File: src/rtl/gcd_pkg.sv
package gcd_pkg;

  typedef struct packed {
    logic loadU;
    logic loadV;
    logic swapOps;
    logic writeU;
    logic writeV;
    logic latchResult;
  } gcdStrobes_t;

  typedef enum logic [1:0] {
    ST_WAIT_A  = 2'd0,
    ST_WAIT_B  = 2'd1,
    ST_COMPARE = 2'd2,
    ST_SWAP    = 2'd3
  } gcdState_t;

endpackage

File: src/rtl/gcd_control.sv
module gcd_control
  import gcd_pkg::*;
(
  input  logic        clk,
  input  logic        rst,
  input  logic        enter,
  input  logic        sumZero,
  input  logic        carryOut,
  output gcdStrobes_t strobes,
  output logic        done
);

  gcdState_t state;
  gcdState_t nextState;
  logic      enterPrev;
  logic      enterRise;
  logic      doneQ;

  assign enterRise = enter & ~enterPrev;
  assign done      = doneQ;

  always_ff @(posedge clk) begin
    if (rst) begin
      state     <= ST_WAIT_A;
      enterPrev <= 1'b0;
      doneQ     <= 1'b0;
    end else begin
      state     <= nextState;
      enterPrev <= enter;
      if (strobes.loadU) begin
        doneQ <= 1'b0;
      end else if (strobes.latchResult) begin
        doneQ <= 1'b1;
      end
    end
  end

  always_comb begin
    strobes   = '0;
    nextState = state;
    case (state)
      ST_WAIT_A: begin
        if (enterRise) begin
          strobes.loadU = 1'b1;
          nextState     = ST_WAIT_B;
        end
      end
      ST_WAIT_B: begin
        if (enterRise) begin
          strobes.loadV = 1'b1;
          nextState     = ST_COMPARE;
        end
      end
      ST_COMPARE: begin
        if (sumZero) begin
          strobes.latchResult = 1'b1;
          nextState           = ST_WAIT_A;
        end else if (carryOut) begin
          strobes.writeU = 1'b1;
        end else begin
          nextState = ST_SWAP;
        end
      end
      ST_SWAP: begin
        strobes.swapOps = 1'b1;
        strobes.writeV  = 1'b1;
        nextState       = ST_COMPARE;
      end
      default: nextState = ST_WAIT_A;
    endcase
  end

  // one press yields a single-cycle edge pulse
  assert_single_edge_R5: assert property (@(posedge clk) disable iff (rst)
    enterRise |=> !enterRise);

  // capturing a new first operand clears done
  assert_done_clear_R6: assert property (@(posedge clk) disable iff (rst)
    (state == ST_WAIT_A && enterRise) |=> !done);

  // done only rises at the end of a compare step
  assert_done_rise_R4: assert property (@(posedge clk) disable iff (rst)
    (!done && !(state == ST_COMPARE && sumZero)) |=> !done);

endmodule

File: src/rtl/gcd_datapath.sv
module gcd_datapath
  import gcd_pkg::*;
#(
  parameter int W = 4
) (
  input  logic         clk,
  input  logic         rst,
  input  logic [W-1:0] din,
  input  gcdStrobes_t  strobes,
  output logic [W-1:0] result,
  output logic         carryOut,
  output logic         sumZero
);

  localparam logic [W:0] CarryIn = (W+1)'(1);

  logic [W-1:0] uQ;
  logic [W-1:0] vQ;
  logic [W-1:0] resultQ;
  logic [W-1:0] addA;
  logic [W-1:0] addB;
  logic [W-1:0] invB;
  logic [W-1:0] sum;

  assign addA = strobes.swapOps ? vQ : uQ;
  assign addB = strobes.swapOps ? uQ : vQ;

  for (genvar i = 0; i < W; i++) begin : g_invert
    assign invB[i] = addB[i] ^ 1'b1;
  end

  assign {carryOut, sum} = {1'b0, addA} + {1'b0, invB} + CarryIn;
  assign sumZero = ~|sum;
  assign result  = resultQ;

  always_ff @(posedge clk) begin
    if (rst) begin
      uQ      <= '0;
      vQ      <= '0;
      resultQ <= '0;
    end else begin
      if (strobes.loadU) begin
        uQ <= din;
      end else if (strobes.writeU) begin
        uQ <= sum;
      end
      if (strobes.loadV) begin
        vQ <= din;
      end else if (strobes.writeV) begin
        vQ <= sum;
      end
      if (strobes.latchResult) begin
        resultQ <= uQ;
      end
    end
  end

  // u is only overwritten when it was not smaller than v
  assert_u_no_borrow_R3: assert property (@(posedge clk) disable iff (rst)
    strobes.writeU |-> carryOut);

  // the swapped pass only runs when v exceeds u
  assert_v_no_borrow_R3: assert property (@(posedge clk) disable iff (rst)
    strobes.writeV |-> carryOut);

  // a subtraction step never grows the written register
  assert_u_shrinks_R3: assert property (@(posedge clk) disable iff (rst)
    strobes.writeU |=> (uQ < $past(uQ)));

  // the result is latched only on equal registers
  assert_latch_equal_R4: assert property (@(posedge clk) disable iff (rst)
    strobes.latchResult |-> (sumZero && uQ == vQ));

endmodule

File: src/rtl/gcd_engine.sv
module gcd_engine
  import gcd_pkg::*;
#(
  parameter int W = 4
) (
  input  logic         clk,
  input  logic         rst,
  input  logic [W-1:0] din,
  input  logic         enter,
  output logic [W-1:0] result,
  output logic         done
);

  gcdStrobes_t strobes;
  logic        carryOut;
  logic        sumZero;

  gcd_control u_control (
    .clk      (clk),
    .rst      (rst),
    .enter    (enter),
    .sumZero  (sumZero),
    .carryOut (carryOut),
    .strobes  (strobes),
    .done     (done)
  );

  gcd_datapath #(.W(W)) u_datapath (
    .clk      (clk),
    .rst      (rst),
    .din      (din),
    .strobes  (strobes),
    .result   (result),
    .carryOut (carryOut),
    .sumZero  (sumZero)
  );

endmodule

File: config.mk
export PLATFORM = sky130hd
export DESIGN_NAME = gcd_engine
export DESIGN_NICKNAME = d
export VERILOG_FILES = /design/src/rtl/gcd_pkg.sv /design/src/rtl/gcd_control.sv /design/src/rtl/gcd_datapath.sv /design/src/rtl/gcd_engine.sv
export SDC_FILE = /design/constraint.sdc
export NUM_CORES = 1
export LEC_CHECK = 0
export ABC_AREA = 0
export BUFFER_PORTS_ARGS = -buffer_cell sky130_fd_sc_hd__buf_4
export CAP_MARGIN = 5
export CORE_UTILIZATION = 45
export DETAILED_ROUTE_END_ITERATION = 8
export PLACE_DENSITY = 0.66
export SLEW_MARGIN = 20
export SYNTH_ARGS = -nofsm -noshare
export SYNTH_HDL_FRONTEND = slang
export SYNTH_HIERARCHICAL = 1
export SYNTH_SLANG_ARGS = --single-unit
File: constraint.sdc
create_clock -name clk -period 3.9 [get_ports clk]
set_input_delay 0.195 -clock clk [delete_from_list [all_inputs] [get_ports clk]]
set_output_delay 0.195 -clock clk [all_outputs]
set_load 0.02 [all_outputs]
# After elaboration in Yosys (flattened, before gate mapping)
# Index checks and enable logic that the tools add are counted.
[op_classes]
addsub = 2
multipliers = 0
n_div = 0
order_cmp = 0
n_eq_ne = 6
n_shift = 0
muxes = 20
bitwise = 6
reduce_logical = 6
[ops]
columns = ["op", "count"]
rows = [
  ["2-to-1 mux 4 bit", 6],
  ["2-to-1 mux 1 bit", 9],
  ["2-to-1 mux 2 bit", 4],
  ["case mux 2 bit (4 select lines)", 1],
  ["adder 4 x 4 -> 5 bit", 1],
  ["adder 5 x 1 -> 5 bit, second input constant", 1],
  ["NOT 1 bit", 5],
  ["equality test 2 bit, second input constant", 2],
  ["!= test 2 x 1 -> 1 bit, second input constant", 2],
  ["nonzero test 2 bit", 2],
  ["OR reduction 4 bit", 1],
  ["!= test 3 bit, second input constant", 1],
  ["AND reduction 3 bit", 1],
  ["equality test 2 x 1 -> 1 bit, second input constant", 1],
  ["zero test 2 bit", 1],
  ["OR reduction 2 bit", 1],
  ["bitwise AND 1 bit", 1],
]
[totals]
regBits = 16
latchBits = 0
mem_bits_rw = 0
mem_bits_ro = 0
input_bits = 7
out_inout_bits = 5
word_cells = 46
n_memories = 0

# Longest topological paths before layout
[depth]
word_depth = 11
depth_mapped = 17
mapped_depth_nobuf = 14

# Cells and area by module
# The synthesis kept the hierarchy.
[modules_own_cells]
columns = ["mod", "instances", "cells_per_inst", "area_per_inst_um2", "seq_area_each_um2"]
rows = [
  ["gcd_datapath", 1, 98, 843.3, 240.2],
  ["gcd_control", 1, 24, 216.5, 80.1],
]

# Worst setup path before layout
# No wires, ideal clock.
[synth_timing]
kind = "register -> register"
startpoint = "reg u_control.state[1]"
endpoint = "reg u_datapath.uQ[3]"
setup_ns = 0.079
arrival_time_ns = 3.539
required_time_ns = 3.821
slack_ns = 0.282
path_stages_with_launch = 14
n_path_buf = 2
synth_period_minus_slack_ns = 3.618
cell_sequence = "dfxtp_1 -> and2_1 -> buf_4 -> buf_2 -> mux2_2 -> ha_1 -> nor2b_1 -> o311a_1 -> o21ai_0 -> a21oi_1 -> nor4bb_1 -> nor4bb_1 -> nand3_1 -> o211ai_1"
[synth_lines]
columns = ["item", "line_no", "text"]
rows = [
  ["from (decl)", "gcd_control.sv:13", "gcdState_t state;"],
  ["from (signal assigned)", "gcd_control.sv:28", "state <= nextState;"],
  ["to (signal assigned)", "gcd_datapath.sv:43", "uQ <= din;"],
  ["to (signal assigned)", "gcd_datapath.sv:45", "uQ <= sum;"],
  ["to (decl)", "gcd_datapath.sv:17", "logic [W-1:0] uQ;"],
]

==> implementation parameters <==
Parameter                              Value

Job
  Max-capacitance violation count    0

Detailed routing
  DRC violations left    0
  DR vias    around 900
  Number of routed nets with antenna violations    0
  WL per Instance    12.9 um
  Detailed Route Iter0 Violations    25
  Number of vias per cell    5.48
  Drt pass-1 iters    4
  Routed WL    about 2100 um

Min path
  Min-Delay Path Depth    3
  Hold WC Path Type    input port to register
  Start point of the worst min-delay path    din[1]
  Hold Crit Endpoint    u_datapath/vQ[1]$_SDFFE_PP0P_

Pwr
  Clk pwr share    around a quarter
  Portion of total power attributed to combinational logic    35.4%
  Power density relative to cell area    about 380 mW/mm^2
  Register share of total power    40.6%
  Switching power share of the total    a little under a third
  Leakage    around 0.00046 uW
  Int Pwr    around 320 uW
  Total chip power    between 400 and 500 uW
  Power spent charging and discharging nets    between 100 and 150 uW
  Maximum vdd drop    0.000248 V

CTS
  Skew-Pair Late Insertion Delay    0.29 ns
  Post-CTS repair timing setup buffer count    0
  Clock transition at the registers of the reported paths    0.10 ns
  Number of buffers created by CTS    3
  Max H-tree Level    1
  Hold bufs inserted after CTS    0
  Clock tree from TritonCTS    built
  Clock sinks    16
  Root buf cell    sky130_fd_sc_hd__clkbuf_4
  Clk buf depth    2

Worst setup path
  Largest stage delay on the critical path    0.36 ns
  Data required time at the worst endpoint    between 4 and 5 ns
  Startpoint-to-endpoint class of the critical path    register to register
  Worst path arrival time    between 3 and 4 ns
  Setup slack of the worst register-to-register path    about 0.5 ns
  Endpoint kind of the worst setup timing path    register
  Crit Reg-Reg Endpoint    u_datapath/result[2]$_SDFFE_PP0P_
  Sequence of cells on the critical path    and2_1 > buf_12 > buf_4 > mux2i_1 > ha_1 > nor2b_1 > o311a_1 > buf_4 > or3_1 > a21oi_1 > buf_4 > and3b_1 > mux2i_1 > nor2_1
  Register-to-Register Path Depth    14
  Most repeated library cell on the critical path    sky130_fd_sc_hd__buf_4
  Crit Path Max Fanout    9
  Worst reg2reg startpoint    u_control/state[1]$_SDFFE_PP0P_
  Cell with the largest stage delay on the worst path    sky130_fd_sc_hd__dfxtp_1
  Critical path startpoint category    register

Layout
  Fill cells    approximately 220
  Commonest cells after routing, fill and taps aside    sky130_fd_sc_hd__buf_4, sky130_fd_sc_hd__dfxtp_1, sky130_fd_sc_hd__nor2_1
  Area taken by multi-input logic gates    about 680 sq um
  Leading cell type in the layout, fill and taps excluded    sky130_fd_sc_hd__buf_4
  Final layout net count    approximately 150
  Area of all sequential standard cells    320 sq um
  Fraction of final layout cells sized beyond drive strength 1    a little over a fifth
  Final non-filler cell total    about 170
  Area growth from synthesis to layout    17.5%
  Number of antenna repair diodes    0

Synth
  Register bit count reported by yosys    16
  Cell area after synthesis    between 0.001 and 0.0015 sq mm
  Main area contributors after synthesis    sky130_fd_sc_hd__dfxtp_1, sky130_fd_sc_hd__mux2i_1, sky130_fd_sc_hd__a21oi_1, sky130_fd_sc_hd__xnor2_1, sky130_fd_sc_hd__nor2_1
  Top cell type's share of synthesized area    around 30%
  Net count after synthesis    133
  Synthesized area divided by synthesized cell count    approximately 8.7 sq um
  Post-synth ARST share    0%
  Synthesized instance count    roughly 120
  Part of the Yosys area used for sequential elements    roughly 30%
  Distinct cell type count of the synthesized netlist    34
  Cell type with the largest total area after synthesis    sky130_fd_sc_hd__dfxtp_1
  Yosys warns    6
  Most used flip-flop cell after synthesis    sky130_fd_sc_hd__dfxtp_1
  EDFF count, synth    0

Floorplan
  Floorplan Core Area    between 0.002 and 0.0025 sq mm
  Die Outline Area    between 0.002 and 0.003 sq mm
  Initial standard-cell utilization of the core    47.9%
  Y dimension of the die    between 50 and 60 um
  Number of placed I/O pins    12
  FP Rows    17
  Width of the chip    between 50 and 60 um

Outcome
  Run status    complete, no violations

Timing
  Largest clock skew in the final design    0.00569 ns
  Setup violations, final    0
  Hold slack    0.136 ns
  Final worst path period need    around 3.4 ns
  Final number of hold-violating endpoints    0
  Transition time at the pin with the least slew margin    roughly 1.0 ns
  Setup TNS after final layout    0 ns
  Headroom to the max-slew limit    about 30%
  Post-route fraction of the period consumed by the critical path    ~87%
  Max-slew violation count    0
  Maximum operating frequency    ~0.29 GHz
  Setup repair after global routing missed its margin    no

Global route
  Met1 global-route usage    between 20% and 30%
  Met2 Track Usage GR    between 30% and 40%
  GR Util All Layers    about a fifth
  Overall overflow remaining after global route    0
  Global-route wire length before repair    roughly 3700 um
  GRT Max-Usage Layer    met2
  Antenna violations before repair    0
  Number of global-route vias before repair    slightly above 800
  Pin count of the biggest net entering global routing    21
  Global routing met3 resource utilization    under 10%

Placed design
  Inst Count DP    161
  Port bufs    11
  Placer Congestion    0.790
  Total half-perimeter wirelength after legalization and detailed placement    1560 um
-- sequential cells by signal (all words and copies together), names as in the netlist --
signal,flops
u_datapath/uQ,4
u_datapath/result,4
u_control/enterPrev,1
u_control/done,1
u_datapath/vQ,4
u_control/state,2
-- stage by stage --
| stage | utilization (%) | setup WS [ns] | cell area (sq um) |
|---|---|---|---|
| after floorplan | - | 0.282 | 1060 |
| after global placement | 54.4 | 0.387 | 1200 |
| after detailed placement | 54.4 | 0.284 | 1200 |
| after CTS | 56.0 | 0.258 | 1240 |
| after global routing | 56.3 | 0.218 | 1240 |
| final | 56.3 | 0.500 | 1240 |
-- layer usage --
layer	up-vias	wire, um
met5	-	0
met1	406	1040
li1	470	-
met2	23	995
met3	5	67
met4	0	30
-- synthesized netlist by cell type, types with 3 or more instances --
cell type                   n
sky130_fd_sc_hd__a21oi_1   12
sky130_fd_sc_hd__clkbuf_1   4
sky130_fd_sc_hd__ha_1       3
sky130_fd_sc_hd__o21ai_0    6
sky130_fd_sc_hd__o211ai_1   3
sky130_fd_sc_hd__mux2_2     3
sky130_fd_sc_hd__nor4bb_1   3
sky130_fd_sc_hd__nor2b_1    4
sky130_fd_sc_hd__dfxtp_1   16
sky130_fd_sc_hd__nor2_1    13
sky130_fd_sc_hd__a211oi_1   3
sky130_fd_sc_hd__nand2b_1   4
sky130_fd_sc_hd__mux2i_1   10
sky130_fd_sc_hd__xnor2_1    6
sky130_fd_sc_hd__o21a_1     3
sky130_fd_sc_hd__nor3b_1    3
-- cell families after synthesis --
kind of cell	count (synthesis)	synth area share [%]
adders and majority gates	4	5.43
muxes	13	12.6
buffers and inverters	12	6.49
DFF	16	30.2
and+or+nand+nor	40	22.1
xor gates and xnor gates	6	4.96
AOI/OAI and AO/OA	31	18.2
-- how the worst max path moves through the flow --
stage | start | slack, ns | cells after the start | end
finish | u_control/state[1]$_SDFFE_PP0P_ | 0.50 | 14 | u_datapath/result[2]$_SDFFE_PP0P_
global route | u_control/state[1]$_SDFFE_PP0P_ | 0.22 | 13 | u_datapath/uQ[3]$_SDFFE_PP0P_
CTS | u_control/state[1]$_SDFFE_PP0P_ | 0.26 | 13 | u_datapath/uQ[3]$_SDFFE_PP0P_
detailed placement | u_control/state[1]$_SDFFE_PP0P_ | 0.28 | 13 | u_datapath/uQ[3]$_SDFFE_PP0P_
global placement | u_control/state[1]$_SDFFE_PP0P_ | 0.39 | 14 | u_datapath/uQ[1]$_SDFFE_PP0P_
floorplan | u_control/state[1]$_SDFFE_PP0P_ | 0.28 | 13 | u_datapath/uQ[3]$_SDFFE_PP0P_
-- timing repair --
item / CTS / global route
resized for setup: 0 / 1
endpoints found under the hold margin: 0 / 0
setup endpoints to repair: 0 / 2
-- worst max-delay path: cells and delay by family (launching register included) --
family / cells / cell delay, ns
AO/OA/AOI/OAI: 2 / 0.53
AND/OR/NAND/NOR: 5 / 0.98
buffers and inverters: 4 / 0.60
multiplexers: 2 / 0.53
flip-flops: 1 / 0.36
adder cells (fa/ha/maj): 1 / 0.30
-- area by class of cell --
class / count / share of cell area, %
clock buffers: 4 / 2.91
repair buffers: 20 / 13.1
well taps: 28 / 2.81
multi-input cells: 94 / 54.4
inverters: 3 / 1.11
flip-flops and latches: 16 / 25.7
-- power groups by stage --
stage / combinational [uW] / sequential (uW) / clock (uW)
final: 165 / 190 / 113
after global routing: 184 / 192 / 123
after CTS: 164 / 189 / 117
after detailed placement: 162 / 193 / 0
after global placement: 163 / 193 / 0
after floorplan: 123 / 186 / 0
No activity file was read; power rests on OpenSTA's default activity.
